===== src/rtl/rti_pkg.sv =====
package rti_pkg;

    localparam int DATA_W = 8;

    typedef enum logic [1:0] {
        SRC_FAST = 2'd0,
        SRC_MID  = 2'd1,
        SRC_SEC  = 2'd2,
        SRC_MIN  = 2'd3
    } src_e;

    localparam logic [1:0] ADDR_STAT = 2'd0;
    localparam logic [1:0] ADDR_TCTL = 2'd1;
    localparam logic [1:0] ADDR_CNT  = 2'd2;

    typedef struct packed {
        logic [2:0] zero;
        logic       pulse_mode;
        logic       alarm_flag;
        logic       timer_flag;
        logic       alarm_en;
        logic       timer_en;
    } stat_t;

    typedef struct packed {
        logic       run;
        logic [4:0] zero;
        src_e       src;
    } tctl_t;

    // Interrupt window length in base ticks for a given source and count.
    function automatic int unsigned pulse_len(input src_e s, input logic n_one,
                                              input int unsigned div_fast,
                                              input int unsigned div_mid);
        int unsigned len;
        case (s)
            SRC_FAST: len = n_one ? div_fast / 2 : div_fast;
            SRC_MID:  len = n_one ? div_mid / 2 : div_mid;
            default:  len = div_mid;
        endcase
        return len;
    endfunction

endpackage


===== src/rtl/rti_regfile.sv =====
module rti_regfile
    import rti_pkg::*;
(
    input  logic              clk_i,
    input  logic              rst_i,
    input  logic              wr_en_i,
    input  logic [1:0]        addr_i,
    input  logic [DATA_W-1:0] wdata_i,
    input  logic              tf_set_i,
    input  logic              af_set_i,
    output logic [DATA_W-1:0] rdata_o,
    output stat_t             stat_o,
    output tctl_t             tctl_o,
    output logic [DATA_W-1:0] count_o,
    output logic              restart_o,
    output logic [DATA_W-1:0] load_val_o
);

    logic              pmode_q, af_q, tf_q, aie_q, tie_q, run_q;
    src_e              src_q;
    logic [DATA_W-1:0] count_q;
    logic              stat_wr, tctl_wr, cnt_wr;

    assign stat_wr = wr_en_i && (addr_i == ADDR_STAT);
    assign tctl_wr = wr_en_i && (addr_i == ADDR_TCTL);
    assign cnt_wr  = wr_en_i && (addr_i == ADDR_CNT);

    always_ff @(posedge clk_i) begin
        if (rst_i) begin
            pmode_q <= 1'b0;
            aie_q   <= 1'b0;
            tie_q   <= 1'b0;
        end else if (stat_wr) begin
            pmode_q <= wdata_i[4];
            aie_q   <= wdata_i[1];
            tie_q   <= wdata_i[0];
        end
    end

    // Sticky flags: a hardware set takes priority over a clearing write.
    always_ff @(posedge clk_i) begin
        if (rst_i) begin
            af_q <= 1'b0;
            tf_q <= 1'b0;
        end else begin
            if (af_set_i)
                af_q <= 1'b1;
            else if (stat_wr && !wdata_i[3])
                af_q <= 1'b0;
            if (tf_set_i)
                tf_q <= 1'b1;
            else if (stat_wr && !wdata_i[2])
                tf_q <= 1'b0;
        end
    end

    always_ff @(posedge clk_i) begin
        if (rst_i) begin
            run_q   <= 1'b0;
            src_q   <= SRC_FAST;
            count_q <= '0;
        end else begin
            if (tctl_wr) begin
                run_q <= wdata_i[7];
                src_q <= src_e'(wdata_i[1:0]);
            end
            if (cnt_wr)
                count_q <= wdata_i;
        end
    end

    always_comb begin
        stat_o            = '0;
        stat_o.pulse_mode = pmode_q;
        stat_o.alarm_flag = af_q;
        stat_o.timer_flag = tf_q;
        stat_o.alarm_en   = aie_q;
        stat_o.timer_en   = tie_q;
        tctl_o            = '0;
        tctl_o.run        = run_q;
        tctl_o.src        = src_q;
    end

    assign count_o    = count_q;
    assign restart_o  = tctl_wr || cnt_wr;
    assign load_val_o = cnt_wr ? wdata_i : count_q;

    always_comb begin
        case (addr_i)
            ADDR_STAT: rdata_o = stat_o;
            ADDR_TCTL: rdata_o = tctl_o;
            ADDR_CNT:  rdata_o = count_q;
            default:   rdata_o = '0;
        endcase
    end

endmodule


===== src/rtl/rti_prescaler.sv =====
module rti_prescaler
    import rti_pkg::*;
#(
    parameter int DIV_FAST = 8,
    parameter int DIV_MID  = 512,
    parameter int DIV_SLOW = 32768,
    parameter int MIN_MULT = 60
) (
    input  logic clk_i,
    input  logic rst_i,
    input  logic base_tick_i,
    input  logic run_i,
    input  logic restart_i,
    input  src_e src_i,
    output logic tick_o
);

    localparam int PW = $clog2(DIV_SLOW);
    localparam int MW = (MIN_MULT > 1) ? $clog2(MIN_MULT) : 1;
    localparam logic [PW-1:0] LIM_FAST = PW'(DIV_FAST - 1);
    localparam logic [PW-1:0] LIM_MID  = PW'(DIV_MID - 1);
    localparam logic [PW-1:0] LIM_SLOW = PW'(DIV_SLOW - 1);
    localparam logic [MW-1:0] LIM_MIN  = MW'(MIN_MULT - 1);

    logic [PW-1:0] div_q, lim;
    logic [MW-1:0] min_q;
    logic          step, wrap, min_done;

    always_comb begin
        case (src_i)
            SRC_FAST: lim = LIM_FAST;
            SRC_MID:  lim = LIM_MID;
            default:  lim = LIM_SLOW;
        endcase
    end

    assign step     = base_tick_i && run_i;
    assign wrap     = step && (div_q == lim);
    assign min_done = (src_i != SRC_MIN) || (min_q == LIM_MIN);
    assign tick_o   = wrap && min_done;

    always_ff @(posedge clk_i) begin
        if (rst_i || restart_i) begin
            div_q <= '0;
            min_q <= '0;
        end else if (step) begin
            if (div_q == lim) begin
                div_q <= '0;
                if (src_i == SRC_MIN)
                    min_q <= (min_q == LIM_MIN) ? '0 : min_q + 1'b1;
            end else begin
                div_q <= div_q + 1'b1;
            end
        end
    end

endmodule


===== src/rtl/rti_countdown.sv =====
module rti_countdown
    import rti_pkg::*;
(
    input  logic              clk_i,
    input  logic              rst_i,
    input  logic              restart_i,
    input  logic [DATA_W-1:0] load_val_i,
    input  logic [DATA_W-1:0] reload_i,
    input  logic              tick_i,
    output logic              expire_o
);

    logic [DATA_W-1:0] cur_q;
    logic              last;

    assign last     = (cur_q <= DATA_W'(1));
    assign expire_o = tick_i && last;

    always_ff @(posedge clk_i) begin
        if (rst_i)
            cur_q <= '0;
        else if (restart_i)
            cur_q <= load_val_i;
        else if (tick_i)
            cur_q <= last ? reload_i : cur_q - 1'b1;
    end

endmodule


===== src/rtl/rti_pulse.sv =====
module rti_pulse
    import rti_pkg::*;
#(
    parameter int DIV_FAST = 8,
    parameter int DIV_MID  = 512
) (
    input  logic clk_i,
    input  logic rst_i,
    input  logic base_tick_i,
    input  logic fire_i,
    input  src_e src_i,
    input  logic n_one_i,
    output logic active_o
);

    localparam int LW = $clog2(DIV_MID + 1);

    logic [LW-1:0] len, left_q;

    assign len      = LW'(pulse_len(src_i, n_one_i, DIV_FAST, DIV_MID));
    assign active_o = (left_q != '0);

    always_ff @(posedge clk_i) begin
        if (rst_i)
            left_q <= '0;
        else if (fire_i)
            left_q <= len;
        else if (base_tick_i && active_o)
            left_q <= left_q - 1'b1;
    end

endmodule


===== src/rtl/rtc_timer_irq.sv =====
module rtc_timer_irq
    import rti_pkg::*;
#(
    parameter int DIV_FAST = 8,
    parameter int DIV_MID  = 512,
    parameter int DIV_SLOW = 32768,
    parameter int MIN_MULT = 60
) (
    input  logic       clk_i,
    input  logic       rst_i,
    input  logic       base_tick_i,
    input  logic       alarm_hit_i,
    input  logic       wr_en_i,
    input  logic [1:0] addr_i,
    input  logic [7:0] wdata_i,
    output logic [7:0] rdata_o,
    output logic       irq_o
);

    stat_t             stat;
    tctl_t             tctl;
    logic [DATA_W-1:0] count, load_val;
    logic              restart, src_tick, expire, pulse_act, run;
    logic              timer_term, alarm_term;

    rti_regfile u_regs (
        .clk_i      (clk_i),
        .rst_i      (rst_i),
        .wr_en_i    (wr_en_i),
        .addr_i     (addr_i),
        .wdata_i    (wdata_i),
        .tf_set_i   (expire),
        .af_set_i   (alarm_hit_i),
        .rdata_o    (rdata_o),
        .stat_o     (stat),
        .tctl_o     (tctl),
        .count_o    (count),
        .restart_o  (restart),
        .load_val_o (load_val)
    );

    assign run = tctl.run && (count != '0);

    rti_prescaler #(
        .DIV_FAST (DIV_FAST),
        .DIV_MID  (DIV_MID),
        .DIV_SLOW (DIV_SLOW),
        .MIN_MULT (MIN_MULT)
    ) u_presc (
        .clk_i       (clk_i),
        .rst_i       (rst_i),
        .base_tick_i (base_tick_i),
        .run_i       (run),
        .restart_i   (restart),
        .src_i       (tctl.src),
        .tick_o      (src_tick)
    );

    rti_countdown u_cnt (
        .clk_i      (clk_i),
        .rst_i      (rst_i),
        .restart_i  (restart),
        .load_val_i (load_val),
        .reload_i   (count),
        .tick_i     (src_tick),
        .expire_o   (expire)
    );

    rti_pulse #(
        .DIV_FAST (DIV_FAST),
        .DIV_MID  (DIV_MID)
    ) u_pulse (
        .clk_i       (clk_i),
        .rst_i       (rst_i),
        .base_tick_i (base_tick_i),
        .fire_i      (expire),
        .src_i       (tctl.src),
        .n_one_i     (count == DATA_W'(1)),
        .active_o    (pulse_act)
    );

    assign timer_term = stat.timer_flag && stat.timer_en &&
                        (!stat.pulse_mode || pulse_act);
    assign alarm_term = stat.alarm_flag && stat.alarm_en;
    assign irq_o      = timer_term || alarm_term;

endmodule


===== config.mk =====
export PLATFORM = sky130hd
export DESIGN_NAME = rtc_timer_irq
export DESIGN_NICKNAME = d
export VERILOG_FILES = /design/src/rtl/rti_pkg.sv /design/src/rtl/rti_regfile.sv /design/src/rtl/rti_prescaler.sv /design/src/rtl/rti_countdown.sv /design/src/rtl/rti_pulse.sv /design/src/rtl/rtc_timer_irq.sv
export SDC_FILE = /design/constraint.sdc
export NUM_CORES = 1
export LEC_CHECK = 0
export ABC_AREA = 0
export BUFFER_PORTS_ARGS = -buffer_cell sky130_fd_sc_hd__buf_2
export CORE_MARGIN = 1
export CORE_UTILIZATION = 30
export CTS_CLUSTER_SIZE = 24
export DETAILED_ROUTE_END_ITERATION = 6
export PLACE_DENSITY = 0.57
export SLEW_MARGIN = 20
export SYNTH_ARGS = -nofsm -noshare
export SYNTH_HDL_FRONTEND = slang
export SYNTH_SLANG_ARGS = --single-unit

===== constraint.sdc =====
create_clock -name clk_i -period 3.03 [get_ports clk_i]
set_input_delay 0.4545 -clock clk_i [delete_from_list [all_inputs] [get_ports clk_i]]
set_output_delay 0.4545 -clock clk_i [all_outputs]
set_load 0.1 [all_outputs]

Yosys cells after proc, flatten, opt, wreduce, memory -nomap -nowiden
Index checks and enable logic that the tools add are counted.

operators by class
  magnitude comparators = 1
  multiplexer cells = 17
  reduce and logical (&&, ||, !) cells = 31
  equal/unequal tests = 8
  add/subtract/negate cells = 4

operator list
  kind                     count
  $mux W8                  4
  $mux W10                 3
  $pmux W15 S2             1
  $pmux W8 S3              1
  $pmux W10 S2             1
  $add A15 B1 Y15 const B  1
  $eq A15 B15 Y1           1
  $mux W15                 1
  $logic_and A1 B1 Y1      14
  $reduce_bool A10 Y1      1
  $sub A10 B1 Y10 const B  1
  $eq A8 B1 Y1 const B     1
  $le A8 B1 Y1 const B     1
  $reduce_bool A2 Y1       4
  $reduce_bool A8 Y1       1
  $sub A8 B1 Y8 const B    1
  $add A6 B1 Y6 const B    1
  $eq A6 B6 Y1 const B     1
  $mux W6                  1
  $logic_or A1 B1 Y1       5
  $eq A2 B1 Y1 const B     2
  $eq A2 B2 Y1 const B     2
  $logic_not A2 Y1         2
  $mux W1                  4
  other kinds (4)          6

word-level totals
  register bits = 55
  output and inout port bits = 9
  input port bits = 15
  logic and storage cells = 73

Depth between registers and ports, before layout
Gate-level depths: netlist of run 1.

  depth in word-level cells = 7
  mapped depth = 8
  mapped depth without buffers = 7

Cells and area by module
Synthesis of run 1 repeated with hierarchy kept, for this count alone.

unflattened totals
  cell total of the unflattened synthesis = 409
  area total of the unflattened synthesis = 3475.8 um^2

by module, submodules not included
  module         sequential area each (um^2)  cells an instance  area an instance (um^2)  instances
  rti_prescaler  420.4                        137                1109.8                   1
  rti_regfile    320.3                        110                1052.3                   1
  rti_pulse      200.2                        77                 635.6                    1
  rti_countdown  160.2                        77                 621.8                    1
  rtc_timer_irq  0.0                          8                  56.3                     1

Worst setup path before layout of run 1
OpenSTA, ideal clock, no wires.

  path type = input to output
  start point = input addr_i[1]
  end point = output rdata_o[0]
  arrival time = 3.048 ns
  path buffers = 1
  stages = 3
  setup slack = -0.472 ns
  data required time = 2.575 ns
  path through = clkbuf_1 -> mux2i_1 -> o21ai_0

between the ends
  longest elaborated chain between the ends = 2
  elaborated cells on any way between the ends = 4
  classes of those cells = eq/ne (2); mux (1); reduce/logical (1)

RTL lines
  element                               RTL line             RTL
  start: declaration                    rtc_timer_irq.sv:14  input logic [1:0] addr_i,
  $eq A2 B2 Y1 (tied with other cells)  rti_regfile.sv:89    case (addr_i)
  $pmux W8 S3 *                         rti_regfile.sv:89
  end: declaration                      rtc_timer_irq.sv:16  output logic [7:0] rdata_o,

Every way passes the cells marked *; elsewhere a longest branch is shown, timed or not.

Final worst setup path of run 1
  start point = register u_pulse.left_q[0]
  end point = output irq_o

between the ends
  longest elaborated chain between the ends = 4

RTL lines
  element                   RTL line             RTL
  start: declaration        rti_pulse.sv:18      logic [LW-1:0] len, left_q;
  start signal: assignment  rti_pulse.sv:27      left_q <= len;
  start signal: assignment  rti_pulse.sv:29      left_q <= left_q - 1'b1;
  $reduce_bool A10 Y1       rti_pulse.sv:21      assign active_o = (left_q != '0);
  $logic_or A1 B1 Y1        rtc_timer_irq.sv:83  (!stat.pulse_mode || pulse_act);
  $logic_and A1 B1 Y1       rtc_timer_irq.sv:82  assign timer_term = stat.timer_flag && stat.timer_en &&
  $logic_or A1 B1 Y1        rtc_timer_irq.sv:85  assign irq_o = timer_term || alarm_term;
  end: declaration          rtc_timer_irq.sv:17  output logic irq_o

Every way passes these cells.

==> results of run 1 <==
## state kept, by name, summed over array words and instances (netlist names)
| name | cells |
|---|---|
| u_regs.src_q | 2 |
| u_regs.aie_q | 1 |
| u_presc.div_q | 15 |
| u_regs.tf_q | 1 |
| u_regs.pmode_q | 1 |
| u_cnt.cur_q | 8 |
| u_pulse.left_q | 10 |
| u_regs.run_q | 1 |
| u_presc.min_q | 6 |
| u_regs.tie_q | 1 |
| u_regs.count_o | 8 |
| u_regs.af_q | 1 |
## synthesized netlist by cell type (3+ instances only)
library cell | count | area share (%)
a221oi_1 | 5 | 1.4
dfxtp_1 | 55 | 35
and4_1 | 4 | 1.1
nand3_1 | 18 | 2.8
nor3_1 | 14 | 2.2
xnor2_1 | 17 | 4.7
nor2_1 | 37 | 4.4
a211oi_1 | 5 | 1.2
a21oi_1 | 26 | 4.1
a31oi_1 | 4 | 0.79
buf_2 | 4 | 0.63
and2_1 | 10 | 2.0
a22o_1 | 5 | 1.4
o31ai_1 | 4 | 0.94
xor2_1 | 7 | 1.9
nand4_1 | 11 | 2.2
nor2b_1 | 8 | 1.6
nor4_1 | 6 | 1.2
inv_1 | 16 | 1.9
mux2i_1 | 8 | 2.5
nand2_1 | 49 | 5.8
o21ai_0 | 9 | 1.4
mux2_2 | 3 | 1.1
a311oi_1 | 4 | 1.1
or4_1 | 6 | 1.4
clkbuf_1 | 12 | 1.4
ha_1 | 6 | 2.4
o211ai_1 | 4 | 0.94
## cells by family after synthesis
family / synth area share, %
buffers and inverters: 4.76
DFF: 34.6
and+or+nand+nor: 28.7
muxes: 4.41
xor gates and xnor gates: 6.61
AOI/OAI and AO/OA: 18.5
adders and majority gates: 2.36
## routing by layer
layer  vias up  share of wire (%)
met5         -                  0
met4         0               0.98
met3         6                1.8
met2        26                 48
met1      1372                 50
li1       1474                  -
## worst register-to-register path, stage by stage, from the launching register on
cell	delay, ns
dfxtp_1	0.37
or4_1	0.54
a21oi_1	0.22
and4_1	0.55
and2_1	0.41
a221oi_1	0.16
## area by class of cell
class	count	area (um^2)	area share, %
sequential	55	1100	31.2
inverter	16	60.1	1.70
timing repair buffer	31	178	5.04
multi-input combinational	305	1930	54.8
clock inverter	2	12.5	0.355
clock buffer	6	72.6	2.06
tap	136	170	4.83
## per-stage QoR
step	power (uW)	instance area, um^2
floorplan	1300	3180
global placement	1400	3430
detailed placement	1410	3430
CTS	1820	3520
global route	1940	3530
finish	1810	3530
## final timing paths
kind	to	slack, ns	cells after the start
setup / recovery	irq_o	0.17	7
setup reg to reg	u_pulse.left_q[3]	0.64	5
hold / removal	u_regs.af_q	0.37	3
hold reg to reg	u_regs.run_q	0.48	2
## what timing repair did
action | CTS | global route
setup endpoints to repair | 0 | 1
buffers inserted | 0 | 0
gates resized for setup | 0 | 2
## power groups by stage
stage               clock, uW  sequential, uW  combinational, uW
floorplan                   0             841                459
global placement            0             858                546
detailed placement          0             863                550
CTS                       423             846                554
global route              453             857                625
finish                    405             847                559
==> results.sh, run 1 <==
export IMPL_vias=2878
export IMPL_slew_viol_final=0
export IMPL_fin_hold_ws_ns=0.370
export IMPL_period_share_pct=94.3
export IMPL_gp_congestion=0.767
export IMPL_cap_violations=0
export IMPL_worst_slew_pin_slew_ns=0.741
export IMPL_grt_max_degree=34
export IMPL_net_switching_power_uw=615
export IMPL_io_buffers=23
export IMPL_nets=435
export IMPL_ys_seq_area_share_pct=34.6
export IMPL_worst_slack_ns=0.174
export IMPL_tns_ns=0
export IMPL_synthCells=396
export IMPL_detail_route_antenna_nets=0
export IMPL_synth_area_um2=3180
export IMPL_path_buf_inv=2
export IMPL_slew_headroom_pct=50.6
export IMPL_synthDistinctLibCells=62
export IMPL_dp_cells=543
export IMPL_finish_utilization_pct=34.3
export IMPL_die_w_um=105
export IMPL_vias_per_cell=5.22
export IMPL_crit_slowest_cell="or4b_2"
export IMPL_min_period_ns=2.86
export IMPL_die_area_um2=11000
export IMPL_fin_skew_ns=0.00688
export IMPL_antenna_found_initial=0
export IMPL_crit_fanout=4
export IMPL_hp_start="alarm_hit_i"
export IMPL_met1_usage_pct=18.8
export IMPL_grt_pass1_vias=2685
export IMPL_comb_power_share_pct=30.9
export IMPL_grt_ovfl_total=0
export IMPL_fp_row_count=37
export IMPL_synth_seq_cells=55
export IMPL_pre_cts_slack_ns=0.420
export IMPL_synthFlopType="dfxtp_1"
export IMPL_syn_nets=417
export IMPL_n_antenna_cell=0
export IMPL_fmax_ghz=0.350
export IMPL_wirelength_mm=7.56
export IMPL_clk_latency_ns=0.31
export IMPL_drc=0
export IMPL_critical_path_max_stage_delay_ns=0.67
export IMPL_internal_power_uw=1200
export IMPL_cp_required_ns=2.58
export IMPL_grt_usage_pct=14.3
export IMPL_power_leakage_uw=0.00131
export IMPL_cts_made_buffers=5
export IMPL_critPathTopFamily="simple AND/OR/NAND/NOR gates"
export IMPL_drive_gt1_share_pct=12.8
export IMPL_crit_path_cell_trace="inv_1 > ha_1 > or4b_2 > nor3_2 > nand2_1 > a32o_1 > clkbuf_4"
export IMPL_ios=24
export IMPL_mostFrequentLayoutCell="dfxtp_1"
export IMPL_seqPwrFrac_pct=46.8
export IMPL_crit_type="flip-flop to output port"
export IMPL_pwr_density_cell_nw_per_um2=514
export IMPL_dr_pass1_iters=4
export IMPL_cts_sinks=55
export IMPL_holdBufCountCts=0
export IMPL_cts_clk_slew_worst_paths_ns=0.10
export IMPL_crit_path_end_kind="output port"
export IMPL_num_fill_cells=1126
export IMPL_mostFrequentLayoutCells="dfxtp_1, nand2_1, nor2_1"
export IMPL_grt_busiest_layer="met2"
export IMPL_critPathLaunchType="flip-flop"
export IMPL_h_tree_depth=2
export IMPL_rsz0062_at_grt="false"
export IMPL_yosys_warnings=0
export IMPL_grt_util_met3_pct=2.06
export IMPL_status="finished, final reports clean"
export IMPL_cp_startpoint="u_pulse.left_q[0]"
export IMPL_cp_arrival_ns=2.40
export IMPL_hold_class="primary input to flip-flop"
export IMPL_ir_drop_uv=362
export IMPL_cts_root_buf="clkbuf_8"
export IMPL_synth_area_per_cell_um2=8.03
export IMPL_finalHoldViolations=0
export IMPL_async_reset_ff_share_pct=0
export IMPL_cts_tree="yes"
export IMPL_start_util_pct=30.9
export IMPL_swShare_pct=33.9
export IMPL_syn_to_final_growth_pct=10.9
export IMPL_wl_per_cell_um=13.7
export IMPL_instances_no_fill=551
export IMPL_die_h_um=105
export IMPL_place_hpwl_mm=5.53
export IMPL_use_met2_pct=24.4
export IMPL_drt_iter0_drc=126
export IMPL_r2r_start="u_regs.src_q[1]"
export IMPL_grt_pass1_wl_mm=12.9
export IMPL_core_area_um2=10300
export IMPL_pwr_share_clk_pct=22.3
export IMPL_synth_edff_count=0
export IMPL_clk_path_buf_depth=2
export IMPL_setup_viol=0
Note: power is estimated with default switching activity, not from simulation.
==> run 2: changes to the inputs <==
==> constraint.sdc (replaced) <==
create_clock -name clk_i -period 2.85 [get_ports clk_i]
set_input_delay 0.4275 -clock clk_i [delete_from_list [all_inputs] [get_ports clk_i]]
set_output_delay 0.4275 -clock clk_i [all_outputs]
set_load 0.1 [all_outputs]
==> run 2 against run 1 <==
Effect of this change: combinational power grew 11%; clock-buffer cell count did not move; wire length increased by 2.6%; die area unchanged; hold slack worse by 0.034 ns; global-route usage increased by 0.33 points; critical path type unchanged; total power rose by 14%; sequential power increased by 6.6%; final cell count fell by 0.18%.
==> results.sh, run 2 (synthesized netlist as in run 1, its figures left out) <==
export IMPL_status="finished, final reports clean"
export IMPL_period_share_pct=90.6
export IMPL_dr_pass1_iters=5
export IMPL_crit_path_end_kind="output port"
export IMPL_cp_required_ns=2.42
export IMPL_cp_arrival_ns=2.15
export IMPL_cts_tree="yes"
export IMPL_pre_cts_slack_ns=0.312
export IMPL_swShare_pct=32.3
export IMPL_critical_path_max_stage_delay_ns=0.51
export IMPL_drive_gt1_share_pct=12.8
export IMPL_met1_usage_pct=19.7
export IMPL_drc=0
export IMPL_mostFrequentLayoutCell="dfxtp_1"
export IMPL_cts_setup_buffers=0
export IMPL_io_buffers=23
export IMPL_hold_class="primary input to flip-flop"
export IMPL_drt_iter0_drc=106
export IMPL_gp_congestion=0.779
export IMPL_mostFrequentLayoutCells="dfxtp_1, nand2_1, nor2_1"
export IMPL_vias_per_cell=5.23
export IMPL_nets=434
export IMPL_comb_power_share_pct=30.1
export IMPL_start_util_pct=30.9
export IMPL_min_period_ns=2.58
export IMPL_slew_headroom_pct=53.5
export IMPL_rsz0062_at_grt="false"
export IMPL_ir_drop_uv=360
export IMPL_die_w_um=105
export IMPL_crit_path_cell_trace="inv_1 > ha_1 > or4b_4 > nor3_4 > nand2_1 > a32o_1 > buf_4"
export IMPL_reg_top3="u_presc.div_q (15), u_pulse.left_q (10)"
export IMPL_grt_busiest_layer="met2"
export IMPL_fin_hold_ws_ns=0.336
export IMPL_cts_sinks=55
export IMPL_holdBufCountCts=0
export IMPL_power_leakage_uw=0.00133
export IMPL_finalHoldViolations=0
export IMPL_largest_register_ffs=15
export IMPL_crit_type="flip-flop to output port"
export IMPL_setup_viol=0
export IMPL_antenna_found_initial=0
export IMPL_use_met2_pct=24.2
export IMPL_vias=2879
export IMPL_grt_ovfl_total=0
export IMPL_grt_pass1_vias=2731
export IMPL_path_buf_inv=2
export IMPL_tns_ns=0
export IMPL_ios=24
export IMPL_critPathTopFamily="simple AND/OR/NAND/NOR gates"
export IMPL_fmax_ghz=0.387
export IMPL_worst_slack_ns=0.269
export IMPL_cts_root_buf="clkbuf_8"
export IMPL_grt_util_met3_pct=2.06
export IMPL_detail_route_antenna_nets=0
export IMPL_fin_skew_ns=0.00988
export IMPL_fp_row_count=37
export IMPL_post_cts_resized=2
export IMPL_clk_latency_ns=0.31
export IMPL_crit_fanout=4
export IMPL_h_tree_depth=2
export IMPL_critPathLaunchType="flip-flop"
export IMPL_internal_power_uw=1400
export IMPL_largest_register="u_presc.div_q"
export IMPL_die_area_um2=11000
export IMPL_num_fill_cells=1104
export IMPL_crit_slowest_cell="or4b_4"
export IMPL_slew_viol_final=0
export IMPL_clk_path_buf_depth=2
export IMPL_n_antenna_cell=0
export IMPL_wirelength_mm=7.76
export IMPL_pwr_share_clk_pct=26.3
export IMPL_cts_made_buffers=5
export IMPL_syn_to_final_growth_pct=12.5
export IMPL_grt_pass1_wl_mm=13.4
export IMPL_grt_max_degree=34
export IMPL_die_h_um=105
export IMPL_cts_clk_slew_worst_paths_ns=0.10
export IMPL_wl_per_cell_um=14.1
export IMPL_net_switching_power_uw=669
export IMPL_place_hpwl_mm=5.62
export IMPL_pwr_density_cell_nw_per_um2=579
export IMPL_worst_slew_pin_slew_ns=0.698
export IMPL_cap_violations=0
export IMPL_seqPwrFrac_pct=43.6
export IMPL_core_area_um2=10300
export IMPL_grt_usage_pct=14.6
-- run 2: cell count changes in the layout (fill, tap and decap cells not counted), sizes merged --
cell / before / now
clkbuf: 7 / 6
bufinv: 0 / 1
clkinvlp: 1 / 0
-- run 2: path summary, 6_finish.rpt --
kind	startpoint	end	slack [ns]	depth (start not counted)
setup reg to reg	u_cnt.cur_q[0]	u_pulse.left_q[3]	0.47	7
setup / recovery	u_pulse.left_q[0]	irq_o	0.27	7
hold reg to reg	u_regs.aie_q	u_regs.aie_q	0.49	2
hold / removal	alarm_hit_i	u_regs.af_q	0.34	3
-- run 2: stage by stage --
| step | cell area [um^2] | utilization [%] | cells | power, uW |
|---|---|---|---|---|
| floorplan | 3180 | - | 396 | 1380 |
| global placement | 3440 | 33.5 | 542 | 1500 |
| detailed placement | 3440 | 33.5 | 542 | 1500 |
| CTS | 3570 | 34.7 | 550 | 2060 |
| global route | 3580 | 34.8 | 550 | 2180 |
| finish | 3580 | 34.8 | 550 | 2070 |
-- run 2: power groups by stage --
stage / sequential [uW] / clock (uW) / combinational [uW]
3_5_place_dp: 915 / 0 / 584
2_1_floorplan: 894 / 0 / 488
4_1_cts: 898 / 561 / 598
5_1_grt: 913 / 585 / 683
6_report: 903 / 544 / 622
3_3_place_gp: 914 / 0 / 582
-- run 2: worst reg2reg max path, cell delays in order (launching register included) --
cell and delay [ns]:
dfxtp_1 0.37, inv_1 0.12, ha_1 0.22, nor2_1 0.08, or4b_4 0.62, nor2_2 0.31
and2_1 0.39, a221oi_1 0.15
-- run 2: per-layer routing --
| metal | wire, um | part of all wire, % |
|---|---|---|
| met1 | 3780 | 49 |
| met4 | 89 | 1.1 |
| met5 | 0 | 0 |
| met2 | 3690 | 48 |
| met3 | 197 | 2.5 |
-- run 2: cell type report --
cell class              count  area (um^2)  area share (%)
multi-input cells         305         1940            54.3
well taps                 136          170            4.76
flip-flops and latches     55         1100            30.8
clock buffers               6         82.6            2.31
repair buffers             30          185            5.18
clock inverters             2         35.0           0.980
inverters                  16         60.1            1.68
